[src/rtl/pwm_bank_pkg.sv]
package pwm_bank_pkg;

  // Global register addresses
  localparam int unsigned ADDR_ENA  = 32'h000;
  localparam int unsigned ADDR_DIS  = 32'h004;
  localparam int unsigned ADDR_STAT = 32'h008;

  // Channel windows
  localparam int unsigned WIN_BASE  = 32'h200;
  localparam int unsigned WIN_SHIFT = 5;

  // Offsets inside a channel window
  localparam int unsigned OFS_MODE        = 32'h00;
  localparam int unsigned OFS_DUTY        = 32'h04;
  localparam int unsigned V1_OFS_PRD      = 32'h08;
  localparam int unsigned V1_OFS_UPD      = 32'h10;
  localparam int unsigned V2_OFS_DUTY_UPD = 32'h08;
  localparam int unsigned V2_OFS_PRD      = 32'h0C;
  localparam int unsigned V2_OFS_PRD_UPD  = 32'h10;

  // Mode register fields
  localparam int unsigned PRES_W   = 4;
  localparam int unsigned MODE_POL = 9;
  localparam int unsigned MODE_TGT = 10;

  function automatic logic [PRES_W-1:0] pres_clamp(input logic [PRES_W-1:0] sel,
                                                   input int unsigned lim);
    return (32'(sel) > lim) ? PRES_W'(lim) : sel;
  endfunction

  function automatic logic [31:0] last_count(input logic [31:0] prd);
    return (prd == 32'd0) ? 32'd0 : prd - 32'd1;
  endfunction

  function automatic logic out_level(input logic [31:0] cnt, input logic [31:0] duty,
                                     input logic pol);
    return (cnt >= duty) ^ pol;
  endfunction

endpackage

[src/rtl/pwm_prescaler.sv]
module pwm_prescaler
  import pwm_bank_pkg::*;
#(
  parameter int unsigned PRES_MAX = 10
) (
  input  logic              clk,
  input  logic              rst_n,
  input  logic              run,
  input  logic [PRES_W-1:0] sel,
  output logic              tick
);
  localparam int unsigned DIVW = (PRES_MAX < 1) ? 1 : PRES_MAX;

  logic [DIVW-1:0]   div_q;
  logic [DIVW-1:0]   mask;
  logic [PRES_W-1:0] sel_eff;

  always_comb begin
    sel_eff = pres_clamp(sel, PRES_MAX);
    mask    = DIVW'((33'd1 << sel_eff) - 33'd1);
    tick    = run && ((div_q & mask) == mask);
  end

  always_ff @(posedge clk) begin
    if (!rst_n || !run) div_q <= '0;
    else                div_q <= div_q + 1'b1;
  end
endmodule

[src/rtl/pwm_counter.sv]
module pwm_counter
  import pwm_bank_pkg::*;
#(
  parameter int unsigned DW = 16
) (
  input  logic          clk,
  input  logic          rst_n,
  input  logic          run,
  input  logic          tick,
  input  logic [DW-1:0] prd,
  output logic [DW-1:0] cnt,
  output logic          wrap
);
  logic [DW-1:0] last;

  always_comb begin
    last = DW'(last_count(32'(prd)));
    wrap = tick && (cnt >= last);
  end

  always_ff @(posedge clk) begin
    if (!rst_n || !run) cnt <= '0;
    else if (wrap)      cnt <= '0;
    else if (tick)      cnt <= cnt + 1'b1;
  end
endmodule

[src/rtl/pwm_chan.sv]
module pwm_chan
  import pwm_bank_pkg::*;
#(
  parameter int unsigned VARIANT  = 1,
  parameter int unsigned DW       = 16,
  parameter int unsigned PRES_MAX = 10
) (
  input  logic          clk,
  input  logic          rst_n,
  input  logic          run,
  input  logic          wr,
  input  logic [4:0]    ofs,
  input  logic [DW-1:0] wval,
  output logic [31:0]   rdata,
  output logic          pwm_o,
  output logic          pol_o,
  output logic          wrap_o,
  output logic [DW-1:0] cnt_o,
  output logic [DW-1:0] prd_o
);
  localparam logic [4:0] O_MODE = 5'(OFS_MODE);
  localparam logic [4:0] O_DUTY = 5'(OFS_DUTY);
  localparam logic [4:0] O_PRD  = 5'((VARIANT == 1) ? V1_OFS_PRD : V2_OFS_PRD);
  localparam logic [4:0] O_DUPD = 5'((VARIANT == 1) ? V1_OFS_UPD : V2_OFS_DUTY_UPD);
  localparam logic [4:0] O_PUPD = 5'((VARIANT == 1) ? V1_OFS_UPD : V2_OFS_PRD_UPD);

  logic [PRES_W-1:0] pres;
  logic              pol, tgt;
  logic [DW-1:0]     duty, prd;
  logic [DW-1:0]     pend_duty, pend_prd;
  logic              pend_duty_f, pend_prd_f;
  logic              route_duty, route_prd;
  logic              hit_dupd, hit_pupd, tick, wrap;
  logic [DW-1:0]     cnt;

  // Layout choice: a steered single update location or two dedicated ones
  generate
    if (VARIANT == 1) begin : g_steered
      assign route_duty = !tgt;
      assign route_prd  = tgt;
    end else begin : g_split
      assign route_duty = 1'b1;
      assign route_prd  = 1'b1;
    end
  endgenerate

  assign hit_dupd = wr && (ofs == O_DUPD) && route_duty;
  assign hit_pupd = wr && (ofs == O_PUPD) && route_prd;

  always_ff @(posedge clk) begin
    if (!rst_n) begin
      pres <= '0; pol <= 1'b0; tgt <= 1'b0;
      duty <= '0; prd <= '0;
      pend_duty <= '0; pend_prd <= '0;
      pend_duty_f <= 1'b0; pend_prd_f <= 1'b0;
    end else begin
      if (wr && ofs == O_MODE) begin
        pres <= wval[PRES_W-1:0];
        pol  <= wval[MODE_POL];
        tgt  <= wval[MODE_TGT];
      end
      if (wr && ofs == O_DUTY && !run) duty <= wval;
      if (wr && ofs == O_PRD  && !run) prd  <= wval;
      // boundary copy first, so a same-cycle update write stays pending
      if (wrap && pend_duty_f) begin duty <= pend_duty; pend_duty_f <= 1'b0; end
      if (wrap && pend_prd_f)  begin prd  <= pend_prd;  pend_prd_f  <= 1'b0; end
      if (hit_dupd) begin
        if (!run) begin duty <= wval; pend_duty_f <= 1'b0; end
        else      begin pend_duty <= wval; pend_duty_f <= 1'b1; end
      end
      if (hit_pupd) begin
        if (!run) begin prd <= wval; pend_prd_f <= 1'b0; end
        else      begin pend_prd <= wval; pend_prd_f <= 1'b1; end
      end
    end
  end

  pwm_prescaler #(.PRES_MAX(PRES_MAX)) u_pres (
    .clk(clk), .rst_n(rst_n), .run(run), .sel(pres), .tick(tick)
  );

  pwm_counter #(.DW(DW)) u_cnt (
    .clk(clk), .rst_n(rst_n), .run(run), .tick(tick), .prd(prd), .cnt(cnt), .wrap(wrap)
  );

  always_comb begin
    rdata = '0;
    if (ofs == O_MODE) begin
      rdata[PRES_W-1:0] = pres;
      rdata[MODE_POL]   = pol;
      rdata[MODE_TGT]   = tgt;
    end else if (ofs == O_DUTY) rdata[DW-1:0] = duty;
    else if (ofs == O_PRD)      rdata[DW-1:0] = prd;
    else if (ofs == O_DUPD && route_duty) rdata[DW-1:0] = pend_duty;
    else if (ofs == O_PUPD)     rdata[DW-1:0] = pend_prd;
  end

  assign pwm_o  = run ? out_level(32'(cnt), 32'(duty), pol) : pol;
  assign pol_o  = pol;
  assign wrap_o = wrap;
  assign cnt_o  = cnt;
  assign prd_o  = prd;
endmodule

[src/rtl/pwm_bank.sv]
module pwm_bank
  import pwm_bank_pkg::*;
#(
  parameter int unsigned NCH      = 4,
  parameter int unsigned DW       = 16,
  parameter int unsigned PRES_MAX = 10,
  parameter int unsigned VARIANT  = 1,
  parameter int unsigned AW       = 12
) (
  input  logic           clk,
  input  logic           rst_n,
  input  logic           bus_wr,
  input  logic [AW-1:0]  bus_addr,
  input  logic [31:0]    bus_wdata,
  output logic [31:0]    bus_rdata,
  output logic [NCH-1:0] pwm_out
);
  localparam int unsigned IDXW    = AW - WIN_SHIFT;
  localparam int unsigned WIN_END = WIN_BASE + NCH * (1 << WIN_SHIFT);

  logic [NCH-1:0]          ch_en;
  logic [NCH-1:0]          ch_pol;
  logic [NCH-1:0]          ch_wrap;
  logic [NCH-1:0][DW-1:0]  ch_cnt;
  logic [NCH-1:0][DW-1:0]  ch_prd;
  logic [NCH-1:0][31:0]    ch_rd;
  logic [AW-1:0]           rel;
  logic                    win_hit;
  logic                    hit_ena, hit_dis;

  assign hit_ena = bus_wr && (bus_addr == AW'(ADDR_ENA));
  assign hit_dis = bus_wr && (bus_addr == AW'(ADDR_DIS));
  assign rel     = bus_addr - AW'(WIN_BASE);
  assign win_hit = (32'(bus_addr) >= WIN_BASE) && (32'(bus_addr) < WIN_END);

  always_ff @(posedge clk) begin
    if (!rst_n)       ch_en <= '0;
    else if (hit_ena) ch_en <= ch_en | bus_wdata[NCH-1:0];
    else if (hit_dis) ch_en <= ch_en & ~bus_wdata[NCH-1:0];
  end

  generate
    for (genvar i = 0; i < NCH; i++) begin : g_ch
      logic sel_wr;
      assign sel_wr = bus_wr && win_hit && (rel[AW-1:WIN_SHIFT] == IDXW'(i));
      pwm_chan #(.VARIANT(VARIANT), .DW(DW), .PRES_MAX(PRES_MAX)) u_chan (
        .clk(clk), .rst_n(rst_n), .run(ch_en[i]), .wr(sel_wr),
        .ofs(rel[WIN_SHIFT-1:0]), .wval(bus_wdata[DW-1:0]), .rdata(ch_rd[i]),
        .pwm_o(pwm_out[i]), .pol_o(ch_pol[i]), .wrap_o(ch_wrap[i]),
        .cnt_o(ch_cnt[i]), .prd_o(ch_prd[i])
      );
    end
  endgenerate

  always_comb begin
    bus_rdata = '0;
    if (bus_addr == AW'(ADDR_STAT)) bus_rdata[NCH-1:0] = ch_en;
    else if (win_hit) begin
      for (int i = 0; i < NCH; i++)
        if (rel[AW-1:WIN_SHIFT] == IDXW'(i)) bus_rdata = ch_rd[i];
    end
  end
endmodule

[config.mk]
export PLATFORM = sky130hd
export DESIGN_NAME = pwm_bank
export DESIGN_NICKNAME = d
export VERILOG_FILES = /design/src/rtl/pwm_bank_pkg.sv /design/src/rtl/pwm_prescaler.sv /design/src/rtl/pwm_counter.sv /design/src/rtl/pwm_chan.sv /design/src/rtl/pwm_bank.sv
export SDC_FILE = /design/constraint.sdc
export NUM_CORES = 1
export LEC_CHECK = 0
export ABC_CLOCK_PERIOD_IN_PS = 7050
export BUFFER_PORTS_ARGS = -buffer_cell sky130_fd_sc_hd__clkbuf_2
export CORE_ASPECT_RATIO = 1.1
export CORE_MARGIN = 10
export CORE_UTILIZATION = 45
export DETAILED_ROUTE_END_ITERATION = 10
export PLACE_DENSITY = 0.72
export SLEW_MARGIN = 20
export SYNTH_ARGS = -nofsm -noshare
export SYNTH_HDL_FRONTEND = slang
export SYNTH_SLANG_ARGS = --single-unit
export TNS_END_PERCENT = 50
[constraint.sdc]
create_clock -name clk -period 7.05 [get_ports clk]
set_input_delay 0.705 -clock clk [delete_from_list [all_inputs] [get_ports clk]]
set_output_delay 0.705 -clock clk [all_outputs]
set_load 0.005 [all_outputs]
==> flow_results.xml <==
<?xml version="1.0" encoding="UTF-8"?>
<metrics>
  <group name="outcome">
    <metric name="run_status" unit="">completed</metric>
  </group>
  <group name="logic_synthesis">
    <metric name="synth-compound-area-share" unit="">0.1796</metric>
    <metric name="post_synth_xor_area_fraction" unit="">0.05012</metric>
    <metric name="synth-warning-count" unit="">0</metric>
    <metric name="synth_top_area_cell" unit="">sky130_fd_sc_hd__dfxtp_1</metric>
    <metric name="ys_seq_elements" unit="">396</metric>
    <metric name="synth-edff-count" unit="">0</metric>
    <metric name="synthArstFlopShare" unit="">0</metric>
    <metric name="synth_adder_area_share" unit="">0.07308</metric>
    <metric name="syn_area_per_cell" unit="µm²">8.317</metric>
    <metric name="synth_largest_type_area_fraction" unit="">0.3128</metric>
    <metric name="post_synth_num_cell_types" unit="">77</metric>
    <metric name="post_synth_instance_area" unit="µm²">25340</metric>
    <metric name="muxShareOfSynthArea" unit="">0.1351</metric>
    <metric name="synth_top_family_by_area" unit="">simple AND/OR/NAND/NOR gates</metric>
    <metric name="yosys_most_used_dff" unit="">sky130_fd_sc_hd__dfxtp_1</metric>
    <metric name="synth_simple_gate_area_frac" unit="">0.1924</metric>
    <metric name="synthesis.instances" unit="">3047</metric>
    <metric name="synth_sequential_area_ratio" unit="">0.3128</metric>
    <metric name="ys_top_cells_by_area" unit="">sky130_fd_sc_hd__dfxtp_1 31%, sky130_fd_sc_hd__mux2i_1 8.5%, sky130_fd_sc_hd__ha_1 7.3%</metric>
  </group>
  <group name="sta">
    <metric name="worst_clock_skew" unit="ps">22.53</metric>
    <metric name="final_hold_viol_count" unit="">0</metric>
    <metric name="max_freq" unit="GHz">0.1960</metric>
    <metric name="final_period_minus_worst_setup_slack" unit="ps">5103</metric>
    <metric name="final_max_slew_viol_count" unit="">0</metric>
    <metric name="grt_setup_unrepaired" unit="">false</metric>
    <metric name="max_transition_margin" unit="">0.2167</metric>
    <metric name="worstMarginPinSlew" unit="ps">1163</metric>
    <metric name="timing.final.crit_share" unit="">0.7238</metric>
    <metric name="timing.setup.tns" unit="ps">0</metric>
    <metric name="final-setup-viol-count" unit="">0</metric>
    <metric name="fin_worst_hold_slack" unit="ps">465.1</metric>
  </group>
  <group name="critical_path">
    <metric name="startpoint_types" unit="">input pin</metric>
    <metric name="cp.arrival" unit="ps">4400</metric>
    <metric name="critical_path.startpoint" unit="">bus_addr[2]</metric>
    <metric name="worst-path-max-fanout" unit="">39</metric>
    <metric name="path_class" unit="">input pin to output port</metric>
    <metric name="cp_data_required_time" unit="ps">6340</metric>
    <metric name="worstSetupEndpointType" unit="">output port</metric>
    <metric name="r2r_start" unit="">g_ch[1].u_chan.prd_o[10]</metric>
  </group>
  <group name="floorplanning">
    <metric name="floorplan.initialDensity" unit="">0.4533</metric>
    <metric name="floorplan.die_area" unit="µm²">66220</metric>
    <metric name="boundary_pin_count" unit="">83</metric>
    <metric name="core_area" unit="µm²">55900</metric>
    <metric name="die_x" unit="µm">246.3</metric>
    <metric name="die_height" unit="µm">268.9</metric>
    <metric name="rows" unit="">91</metric>
  </group>
  <group name="placed_design">
    <metric name="port_buffers" unit="">50</metric>
    <metric name="gp_congestion" unit="">0.9576</metric>
    <metric name="dp_hpwl" unit="µm">51330</metric>
  </group>
  <group name="clock_network">
    <metric name="numCtsBuffers" unit="">44</metric>
    <metric name="cts_tree" unit="">done</metric>
    <metric name="cts_h_tree_lvls" unit="">2</metric>
    <metric name="clk_pin_slew_worst_paths" unit="ps">60</metric>
    <metric name="cts.root.buffer_cell" unit="">sky130_fd_sc_hd__clkbuf_16</metric>
    <metric name="worst_case_clock_buffer_depth" unit="">3</metric>
    <metric name="post-cts-setup-buffer-count" unit="">0</metric>
    <metric name="worstSkewPairLatency" unit="ps">600</metric>
    <metric name="post_cts_resized" unit="">0</metric>
    <metric name="hold_buffers" unit="">0</metric>
    <metric name="clock_sinks" unit="">396</metric>
  </group>
  <group name="cells_and_area">
    <metric name="multi_input_area" unit="µm²">16120</metric>
    <metric name="area_growth_syn_to_layout" unit="%">8.028</metric>
    <metric name="filler_cell_count" unit="">5361</metric>
    <metric name="combined_flip_flop_and_latch_cell_area" unit="µm²">7928</metric>
    <metric name="fraction_of_final_layout_cells_with_drive_strength_greater_than_1" unit="">0.09073</metric>
    <metric name="fin_util" unit="">0.4897</metric>
    <metric name="finalNetCount" unit="">3135</metric>
    <metric name="number_of_antenna_cells_inserted" unit="">0</metric>
  </group>
  <group name="power_and_ir_drop">
    <metric name="power_density" unit="nW/µm²">179.3</metric>
    <metric name="share_seq_of_total_power" unit="">0.456</metric>
    <metric name="combinational_share_of_power" unit="">0.033</metric>
    <metric name="switching_share" unit="">0.2307</metric>
    <metric name="clkPwrFrac" unit="">0.512</metric>
    <metric name="power.static_leakage" unit="µW">0.009702</metric>
    <metric name="vdd.ir_drop.worst" unit="mV">0.1905</metric>
    <metric name="switchingPower" unit="µW">1132</metric>
    <metric name="power.internal" unit="µW">3776</metric>
  </group>
  <group name="drt">
    <metric name="detail_route.wl_per_cell" unit="µm">20.33</metric>
    <metric name="first_iter_violations" unit="">2233</metric>
    <metric name="detail_route.wirelength" unit="µm">75620</metric>
    <metric name="final_antenna_net_count" unit="">0</metric>
    <metric name="first_pass_iters" unit="">6</metric>
    <metric name="drt_drc_violations_left" unit="">0</metric>
    <metric name="vias_per_cell" unit="">5.926</metric>
    <metric name="vias" unit="">22050</metric>
  </group>
  <group name="grt">
    <metric name="antenna_found_initial" unit="">1</metric>
    <metric name="grt_pass1_wl" unit="µm">117100</metric>
    <metric name="grt_max_degree" unit="">107</metric>
    <metric name="number_of_global_route_vias_before_repair" unit="">20520</metric>
    <metric name="grt-ovfl-total" unit="">0</metric>
    <metric name="grtUsageTotal" unit="">0.2208</metric>
  </group>
  <group name="job">
    <metric name="timing.max_cap.violations" unit="">0</metric>
  </group>
  <group name="min_path">
    <metric name="holdCritStartpoint" unit="">g_ch[3].u_chan.u_pres.div_q[0]</metric>
    <metric name="hp-class" unit="">register to register</metric>
  </group>
</metrics>
[stage by stage]
| stage | std cells | setup slack (ps) | area (µm²) | power, µW |
|---|---|---|---|---|
| after CTS | 3719 | 2149 | 27350 | 4918 |
| after global routing | 3720 | 1867 | 27380 | 5022 |
| after floorplan | 3062 | 3207 | 25400 | 2387 |
| after global placement | 3637 | 2161 | 25800 | 2438 |
| after detailed placement | 3637 | 2182 | 25800 | 2438 |
| final | 3720 | 1947 | 27380 | 4908 |
[logic make-up after synthesis]
group | count (synthesis)
AND/OR/NAND/NOR | 1013
AO/OA/AOI/OAI | 675
flip-flops | 396
buffers and inverters | 341
multiplexers | 328
adder cells (fa/ha/maj) | 148
XOR/XNOR | 145
other | 1
[registers in the layout (all words and copies together) (netlist names), named ones only]
register	flops
g_ch.u_chan.pol_o	4
g_ch.u_chan.pend_duty_f	4
g_ch.u_chan.pend_duty	64
g_ch.u_chan.duty	64
g_ch.u_chan.pend_prd_f	4
g_ch.u_chan.pres	16
g_ch.u_chan.u_pres.div_q	40
g_ch.u_chan.pend_prd	64
g_ch.u_chan.route_prd	4
g_ch.u_chan.prd_o	64
g_ch.u_chan.u_cnt.cnt	64
[area by class of cell]
type / instances / area share
Timing Repair Buffer: 82 / 0.01824
Clock buffer: 61 / 0.04589
Clock inverter: 21 / 0.01079
Multi-Input combinational cell: 2325 / 0.5890
Sequential cell: 396 / 0.2896
Inverter: 91 / 0.01248
Tap cell: 744 / 0.03401
[power by group through the flow]
stage	Clock (µW)	Sequential, µW	Combinational (µW)
2_1_floorplan	0	2290	99.5
3_3_place_gp	0	2290	151
3_5_place_dp	0	2290	151
4_1_cts	2530	2240	152
5_1_grt	2620	2240	164
6_report	2510	2240	160
[synthesized netlist by cell type, drive strengths merged, types with 10 or more instances]
| cell type | count |
|---|---|
| nor2 | 175 |
| mux2 | 113 |
| o21a | 14 |
| a21oi | 81 |
| o22ai | 51 |
| a32oi | 28 |
| nand2 | 399 |
| a21o | 34 |
| a21boi | 112 |
| nor2b | 68 |
| nand2b | 19 |
| ha | 148 |
| or3 | 18 |
| inv | 91 |
| buf | 77 |
| nor3 | 42 |
| o31ai | 18 |
| clkbuf | 173 |
| nand3 | 117 |
| a211o | 14 |
| dfxtp | 396 |
| nor4 | 19 |
| o211ai | 75 |
| xor2 | 107 |
| nand4 | 46 |
| or4 | 10 |
| and2 | 14 |
| o21ai | 165 |
| xnor2 | 38 |
| and3 | 54 |
| mux2i | 215 |
| a211oi | 30 |
[critical path, stage by stage]
cell                       delay [ps]
sky130_fd_sc_hd__clkbuf_2         470
sky130_fd_sc_hd__nor4_4           630
sky130_fd_sc_hd__nand2_2          740
sky130_fd_sc_hd__buf_4            520
sky130_fd_sc_hd__nor3b_1          230
sky130_fd_sc_hd__a221oi_1          90
sky130_fd_sc_hd__a21oi_1          220
sky130_fd_sc_hd__nor2_1            80
sky130_fd_sc_hd__o21ai_0          480
sky130_fd_sc_hd__clkbuf_2         220
[cells in the final DEF (no fill, tap or decap), types with 66 or more instances in the layout]
cell type,instances
sky130_fd_sc_hd__xor2_1,107
sky130_fd_sc_hd__nand2_1,398
sky130_fd_sc_hd__dfxtp_1,396
sky130_fd_sc_hd__o211ai_1,75
sky130_fd_sc_hd__nor2b_1,68
sky130_fd_sc_hd__nor2_1,173
sky130_fd_sc_hd__mux2i_1,215
sky130_fd_sc_hd__nand3_1,114
sky130_fd_sc_hd__o21ai_0,99
sky130_fd_sc_hd__o21ai_1,66
sky130_fd_sc_hd__a21oi_1,81
sky130_fd_sc_hd__inv_1,91
sky130_fd_sc_hd__a21boi_0,97
sky130_fd_sc_hd__ha_1,148
sky130_fd_sc_hd__mux2_2,83
[per-layer routing]
layer,part of all wire,vias to the layer above,global-route usage
met4,0.045,2,0.1028
met3,0.085,165,0.03903
li1,-,10650,-
met2,0.44,852,0.3449
met5,0.00017,-,0
met1,0.43,10380,0.2915
[worst paths after layout]
| kind | cells after the start | slack, ps | to |
|---|---|---|---|
| worst max-delay path | 10 | 1950 | bus_rdata[10] |
| worst min-delay path | 1 | 470 | g_ch[3].u_chan.u_pres.div_q[0] |
| worst max register to register | 12 | 2520 | g_ch[1].u_chan.duty[15] |
| worst min register to register | 1 | 470 | g_ch[3].u_chan.u_pres.div_q[0] |
Note: power is estimated with default switching activity, not from simulation.
